**src/rtl/lsw_pkg.sv**
```systemverilog
package lsw_pkg;
  // strobes from control to datapath
  typedef struct packed {
    logic doPush;
    logic doPop;
  } lswStrobe_t;

  localparam int TAG_PARITY  = 0;
  localparam int TAG_FRAMING = 1;
  localparam int TAG_BREAK   = 2;
endpackage

```
**src/rtl/lsw_ctrl.sv**
```systemverilog
module lsw_ctrl
  import lsw_pkg::*;
#(
  parameter int DEPTH = 32,
  localparam int CNT_W = $clog2(DEPTH + 1)
) (
  input  logic             clk,
  input  logic             rstN,
  input  logic             rxPush,
  input  logic             rxPop,
  input  logic             statusRead,
  output lswStrobe_t       strobe,
  output logic [CNT_W-1:0] rxCount,
  output logic             overrun,
  output logic             tagsHidden
);
  logic isFull, isEmpty, ovrSet, headChange;

  assign isFull     = (rxCount == CNT_W'(DEPTH));
  assign isEmpty    = (rxCount == '0);
  assign strobe.doPop  = rxPop && !isEmpty;
  assign strobe.doPush = rxPush && (!isFull || rxPop);
  assign ovrSet     = rxPush && isFull && !rxPop;
  assign headChange = strobe.doPop || (strobe.doPush && isEmpty);

  always_ff @(posedge clk or negedge rstN) begin
    if (!rstN) begin
      rxCount    <= '0;
      overrun    <= 1'b0;
      tagsHidden <= 1'b0;
    end else begin
      rxCount <= rxCount + CNT_W'(strobe.doPush) - CNT_W'(strobe.doPop);
      if (ovrSet)          overrun <= 1'b1;
      else if (statusRead) overrun <= 1'b0;
      if (headChange)      tagsHidden <= 1'b0;
      else if (statusRead) tagsHidden <= 1'b1;
    end
  end

  assert_count_bound_R8: assert property (@(posedge clk) disable iff (!rstN)
    rxCount <= CNT_W'(DEPTH));

  assert_overrun_sets_R4: assert property (@(posedge clk) disable iff (!rstN)
    (rxPush && isFull && !rxPop) |=> (overrun && rxCount == CNT_W'(DEPTH)));

  assert_read_clears_overrun_R4: assert property (@(posedge clk) disable iff (!rstN)
    (statusRead && !(rxPush && isFull && !rxPop)) |=> !overrun);

  assert_read_hides_tags_R3: assert property (@(posedge clk) disable iff (!rstN)
    (statusRead && !rxPop && !(rxPush && isEmpty)) |=> tagsHidden);
endmodule

```
**src/rtl/lsw_datapath.sv**
```systemverilog
module lsw_datapath
  import lsw_pkg::*;
#(
  parameter int DATA_W = 8,
  parameter int TAG_W  = 3,
  parameter int DEPTH  = 32,
  localparam int PTR_W = $clog2(DEPTH),
  localparam int CNT_W = $clog2(DEPTH + 1),
  localparam int ENT_W = DATA_W + TAG_W
) (
  input  logic              clk,
  input  logic              rstN,
  input  lswStrobe_t        strobe,
  input  logic [DATA_W-1:0] inData,
  input  logic [TAG_W-1:0]  inTag,
  output logic [DATA_W-1:0] headData,
  output logic [TAG_W-1:0]  headTag,
  output logic              anyErr
);
  logic [ENT_W-1:0] store [DEPTH];
  logic [PTR_W-1:0] wrPtr, rdPtr;
  logic [CNT_W-1:0] errCount;
  logic             addErr, dropErr;

  function automatic logic [PTR_W-1:0] nextPtr(input logic [PTR_W-1:0] p);
    return (p == PTR_W'(DEPTH - 1)) ? '0 : p + 1'b1;
  endfunction

  assign {headTag, headData} = store[rdPtr];
  assign addErr  = strobe.doPush && (|inTag);
  assign dropErr = strobe.doPop && (|headTag);
  assign anyErr  = (errCount != '0);

  always_ff @(posedge clk) begin
    if (strobe.doPush) store[wrPtr] <= {inTag, inData};
  end

  always_ff @(posedge clk or negedge rstN) begin
    if (!rstN) begin
      wrPtr    <= '0;
      rdPtr    <= '0;
      errCount <= '0;
    end else begin
      if (strobe.doPush) wrPtr <= nextPtr(wrPtr);
      if (strobe.doPop)  rdPtr <= nextPtr(rdPtr);
      errCount <= errCount + CNT_W'(addErr) - CNT_W'(dropErr);
    end
  end

  assert_err_count_bound_R5: assert property (@(posedge clk) disable iff (!rstN)
    errCount <= CNT_W'(DEPTH));
endmodule

```
**src/rtl/line_status_word.sv**
```systemverilog
module line_status_word
  import lsw_pkg::*;
#(
  parameter int DEPTH    = 32,
  parameter int TX_CNT_W = 6,
  localparam int CNT_W   = $clog2(DEPTH + 1)
) (
  input  logic                clk,
  input  logic                rstN,
  input  logic                rxPush,
  input  logic [7:0]          rxData,
  input  logic [2:0]          rxErrTag,
  input  logic                rxPop,
  input  logic                statusRead,
  input  logic [TX_CNT_W-1:0] txFifoCount,
  input  logic                txShiftBusy,
  output logic [7:0]          rxHeadData,
  output logic [7:0]          statusWord
);
  lswStrobe_t       strobe;
  logic [CNT_W-1:0] rxCount;
  logic             overrun, tagsHidden, anyErr, notEmpty, txIdle;
  logic [2:0]       headTag, shownTag;

  lsw_ctrl #(.DEPTH(DEPTH)) u_ctrl (
    .clk(clk), .rstN(rstN), .rxPush(rxPush), .rxPop(rxPop),
    .statusRead(statusRead), .strobe(strobe), .rxCount(rxCount),
    .overrun(overrun), .tagsHidden(tagsHidden)
  );

  lsw_datapath #(.DATA_W(8), .TAG_W(3), .DEPTH(DEPTH)) u_dp (
    .clk(clk), .rstN(rstN), .strobe(strobe), .inData(rxData),
    .inTag(rxErrTag), .headData(rxHeadData), .headTag(headTag),
    .anyErr(anyErr)
  );

  assign notEmpty = (rxCount != '0);
  assign shownTag = (notEmpty && !tagsHidden) ? headTag : 3'b000;
  assign txIdle   = (txFifoCount == '0);

  assign statusWord = {anyErr,
                       txIdle && !txShiftBusy,
                       txIdle,
                       shownTag[TAG_BREAK],
                       shownTag[TAG_FRAMING],
                       shownTag[TAG_PARITY],
                       overrun,
                       notEmpty};

  assert_summary_needs_data_R5: assert property (@(posedge clk) disable iff (!rstN)
    !statusWord[0] |-> !statusWord[7]);

  assert_shift_idle_implies_holding_R7: assert property (@(posedge clk) disable iff (!rstN)
    statusWord[6] |-> statusWord[5]);

  assert_empty_hides_tags_R2: assert property (@(posedge clk) disable iff (!rstN)
    !statusWord[0] |-> (statusWord[4:2] == 3'b000));
endmodule

```
**config.mk**
```make
export PLATFORM = sky130hd
export DESIGN_NAME = line_status_word
export DESIGN_NICKNAME = d
export VERILOG_FILES = /design/src/rtl/lsw_pkg.sv /design/src/rtl/lsw_ctrl.sv /design/src/rtl/lsw_datapath.sv /design/src/rtl/line_status_word.sv
export SDC_FILE = /design/constraint.sdc
export NUM_CORES = 1
export LEC_CHECK = 0
export CAP_MARGIN = 20
export CORE_MARGIN = 4
export CORE_UTILIZATION = 55
export CTS_BUF_LIST = sky130_fd_sc_hd__clkbuf_16
export DETAILED_ROUTE_END_ITERATION = 12
export DONT_BUFFER_PORTS = 1
export PLACE_DENSITY = 0.72
export RECOVER_POWER = 100
export SLEW_MARGIN = 20
export SYNTH_ARGS = -nofsm -noshare
export SYNTH_HDL_FRONTEND = slang
export SYNTH_SLANG_ARGS = --single-unit
```
**constraint.sdc**
```tcl
create_clock -name clk -period 4.4 [get_ports clk]
set_input_delay 0.66 -clock clk [delete_from_list [all_inputs] [get_ports clk]]
set_output_delay 0.66 -clock clk [all_outputs]
set_load 0.05 [all_outputs]
```
==> impl_results.md <==
* Area leader, netlist: edfxtp_1
* H-tree levels at 2
* Post-Syn Area at 15100 um2
* Critical Path Fanout Max at 39
* HP Start: rxData[6]
* Worst Path Arrival at 3.52 ns
* Yosys reg bits at 376
* Setup Viol. Count Final at 0
* EDFF count, synth at 352
* Hold path endpoint: u_dp.store[7][6]
* IO Port Bufs at 0
* Area of the die at 30200 um2
* Worst-path clk slew at 0.06 ns
* Final hold vios at 0
* Synth warn at 0
* Post-route cell area at 16800 um2
* Critical Path Sink Type: primary output
* Asr flop ratio synth at 6.38%
* Top cells by count, synth: edfxtp_1, mux4_2, nor2_1
* Worst r2r dst: u_dp.errCount[4]
* Sequential share of the synthesized area at 73.8%
* Fin crit share at 95.0%
* Clock sink count at 376
* DRC viols at 0
* Number of library cell types mapped by synthesis at 51
* Final wirelength at 31300 um
* CP peak stage delay at 1.04 ns
* Pins Over Slew Limit at 0
* Fillers at 1839
* Vias/cell at 6.39
* Max Buffers Root-to-Sink at 3
* Fmax at 239 MHz
* # IOs at 39
* Crit-path slowest cell: dfrtp_2
* Initial DRT Pass Iterations at 7
* Max cap viols at 0
* Synth top area share at 69.9%
* Status: finished, final reports clean
* Ant diodes at 0
* Setup Skew at 0.0117 ns
* Total power at 10.5 mW
* Detail Placement HPWL at 18900 um
* Slew margin rel. at 9.53%
* Final Critical Period at 4.18 ns
* Cell mode on critical path: mux4_2
* Critical path start-end classification: flip-flop to primary output
* Delay-heaviest family, CP: multiplexers
* TritonCTS clock tree: built
* Critical path, cell by cell: buf_4, mux4_2, mux4_2, mux2_2
* Worst hold margin at 0.234 ns
* Syn Area/Cell at 20.2 um2
* RR Startpoint: u_dp.rdPtr[1]
* TNS Setup at 0 ns
* Worst EP required at 3.74 ns
* Die Y at 174 um
* Tightest Pin Transition at 1.36 ns
* Nets at 842
* CP Depth at 4
* Initial antenna violation count at 0
* Cells after synthesis at 750
* Prevailing post-synth register cell: edfxtp_1
* Routed length per instance at 26.9 um
* CORE AREA at 27000 um2
* Total GRT Usage at 20.9%
* Gpl congestion at 0.813
* Dominant cell by count in the synthesized netlist: edfxtp_1
* Worst skew pair latency at 0.52 ns
* Number of global-route vias before repair at 7650
* First-pass GRT wire length at 47700 um
* Num CTS Buffers at 38
* Dominant cells by area after synthesis: edfxtp_1, mux4_2, dfrtp_1, ha_1, mux2i_1
* WP buf/inv at 1
* GRT overflow at 0
* Lkg Pwr at 5.51 nW
* Reg2reg path depth at 14
* Startpoint Class: flip-flop
* Via count at 7420
* Die width at 174 um
* Root buf cell: clkbuf_16
* Worst vdd ir at 0.377 mV
* Row count at 60
* Initial core utilization at 56.0%
* 1st-iter DRT viols at 846
* Detail Route Antenna Nets at 0
* Hold Path Class: input pin to flip-flop
* Post-CTS Resized at 0
* Unrepaired setup endpoints after global routing: false
* Hold path cells at 0
* Reg-to-reg slack, setup at 0.52 ns
* Layout cells sized above 1 at 21.2%
* DP Area at 15700 um2
* Area growth syn-to-layout at 10.7%
* Net count after synthesis at 799
* Cell Pwr Density at 624 nW/um2
* Largest net degree at the start of global routing at 40
* Setup Buffers After CTS at 0
[through the flow]
step	utilization, %	setup slack, ns	cells
floorplan	-	1.08	750
global placement	57.9	0.802	1091
detailed placement	58.0	0.801	1092
CTS	62.5	0.277	1162
global route	62.0	0.117	1162
finish	62.0	0.218	1162
[where the power goes]
part | total [mW] | switching (mW) | leakage (nW) | internal, mW
Clock | 3.09 | 1.28 | 0.613 | 1.81
Sequential | 4.47 | 0.289 | 3.45 | 4.19
Combinational | 2.89 | 1.68 | 1.44 | 1.21
[cells by family (layout without fill, tap and decap cells)]
logic type / Yosys count / after routing / synth area share [%]
xor gates and xnor gates: 8 / 8 / 0.463
muxes: 129 / 129 / 16.2
AOI/OAI and AO/OA: 43 / 43 / 1.90
DFF: 376 / 376 / 73.8
buffers and inverters: 65 / 136 / 2.07
adders and majority gates: 26 / 26 / 2.25
and+or+nand+nor: 103 / 103 / 3.23
[worst max path at each step]
stage                        start  slack, ns          endpoint
finish               u_dp.rdPtr[1]       0.22     rxHeadData[5]
global route         u_dp.rdPtr[1]       0.12     rxHeadData[5]
CTS                  u_dp.rdPtr[0]       0.28     rxHeadData[5]
detailed placement   u_dp.rdPtr[1]       0.80  u_dp.errCount[4]
global placement     u_dp.rdPtr[1]       0.80  u_dp.errCount[4]
floorplan           txFifoCount[3]       1.08     statusWord[6]
[area by class of cell]
cell class | instances | area (um2) | area share, %
clock buffers | 38 | 951 | 5.68
multi-input cells | 309 | 3650 | 21.8
inverters | 28 | 105 | 0.627
flip-flops and latches | 376 | 11200 | 66.7
clock inverters | 30 | 254 | 1.52
repair buffers | 40 | 190 | 1.14
well taps | 341 | 427 | 2.55
[worst register-to-register path, cell delays in order (launching register included)]
cell and delay (ns):
dfrtp_2 1.04, mux4_2 0.65, a311oi_1 0.39, a22o_1 0.23
a31oi_1 0.10, ha_1 0.29, inv_1 0.06, ha_1 0.15
inv_1 0.06, fa_1 0.43, inv_1 0.07, a21oi_1 0.05
nor2_1 0.08, nor2_1 0.05, xnor2_1 0.12
[placed cells by master (no fill, tap or decap), types with 3 or more instances in the layout]
cell / n
mux2_2: 12
a22oi_1: 5
nor3_1: 5
clkinv_2: 8
nand4_1: 3
mux4_2: 92
a21oi_1: 9
o21ai_0: 8
nand3_1: 7
clkbuf_1: 30
nor2_1: 48
clkinv_1: 10
mux2i_1: 25
nand3b_1: 6
xnor2_1: 3
edfxtp_1: 352
clkbuf_16: 38
inv_1: 31
ha_1: 24
xor2_1: 5
a211oi_1: 3
buf_4: 9
dfrtp_1: 22
bufinv_16: 4
nand2_1: 18
[sequential cells by signal (all words and copies together), names as in the netlist]
signal	count
u_ctrl.overrun	1
u_ctrl.rxCount	6
u_ctrl.tagsHidden	1
u_dp.errCount	6
u_dp.rdPtr	5
u_dp.store	352
u_dp.wrPtr	5
[layer usage]
layer,track usage (%),routed length (um),share of wire [%]
met5,0,0,0
met4,5.94,809,2.6
met3,4.03,2260,7.2
met2,34.6,15700,50
met1,29.1,12600,40
[repair_timing]
item / CTS / global route
hold endpoints to repair: 24 / 0
endpoints found under the setup margin: 0 / 0
hold buffers: 2 / 0
Power figures use the tool's default switching activity.
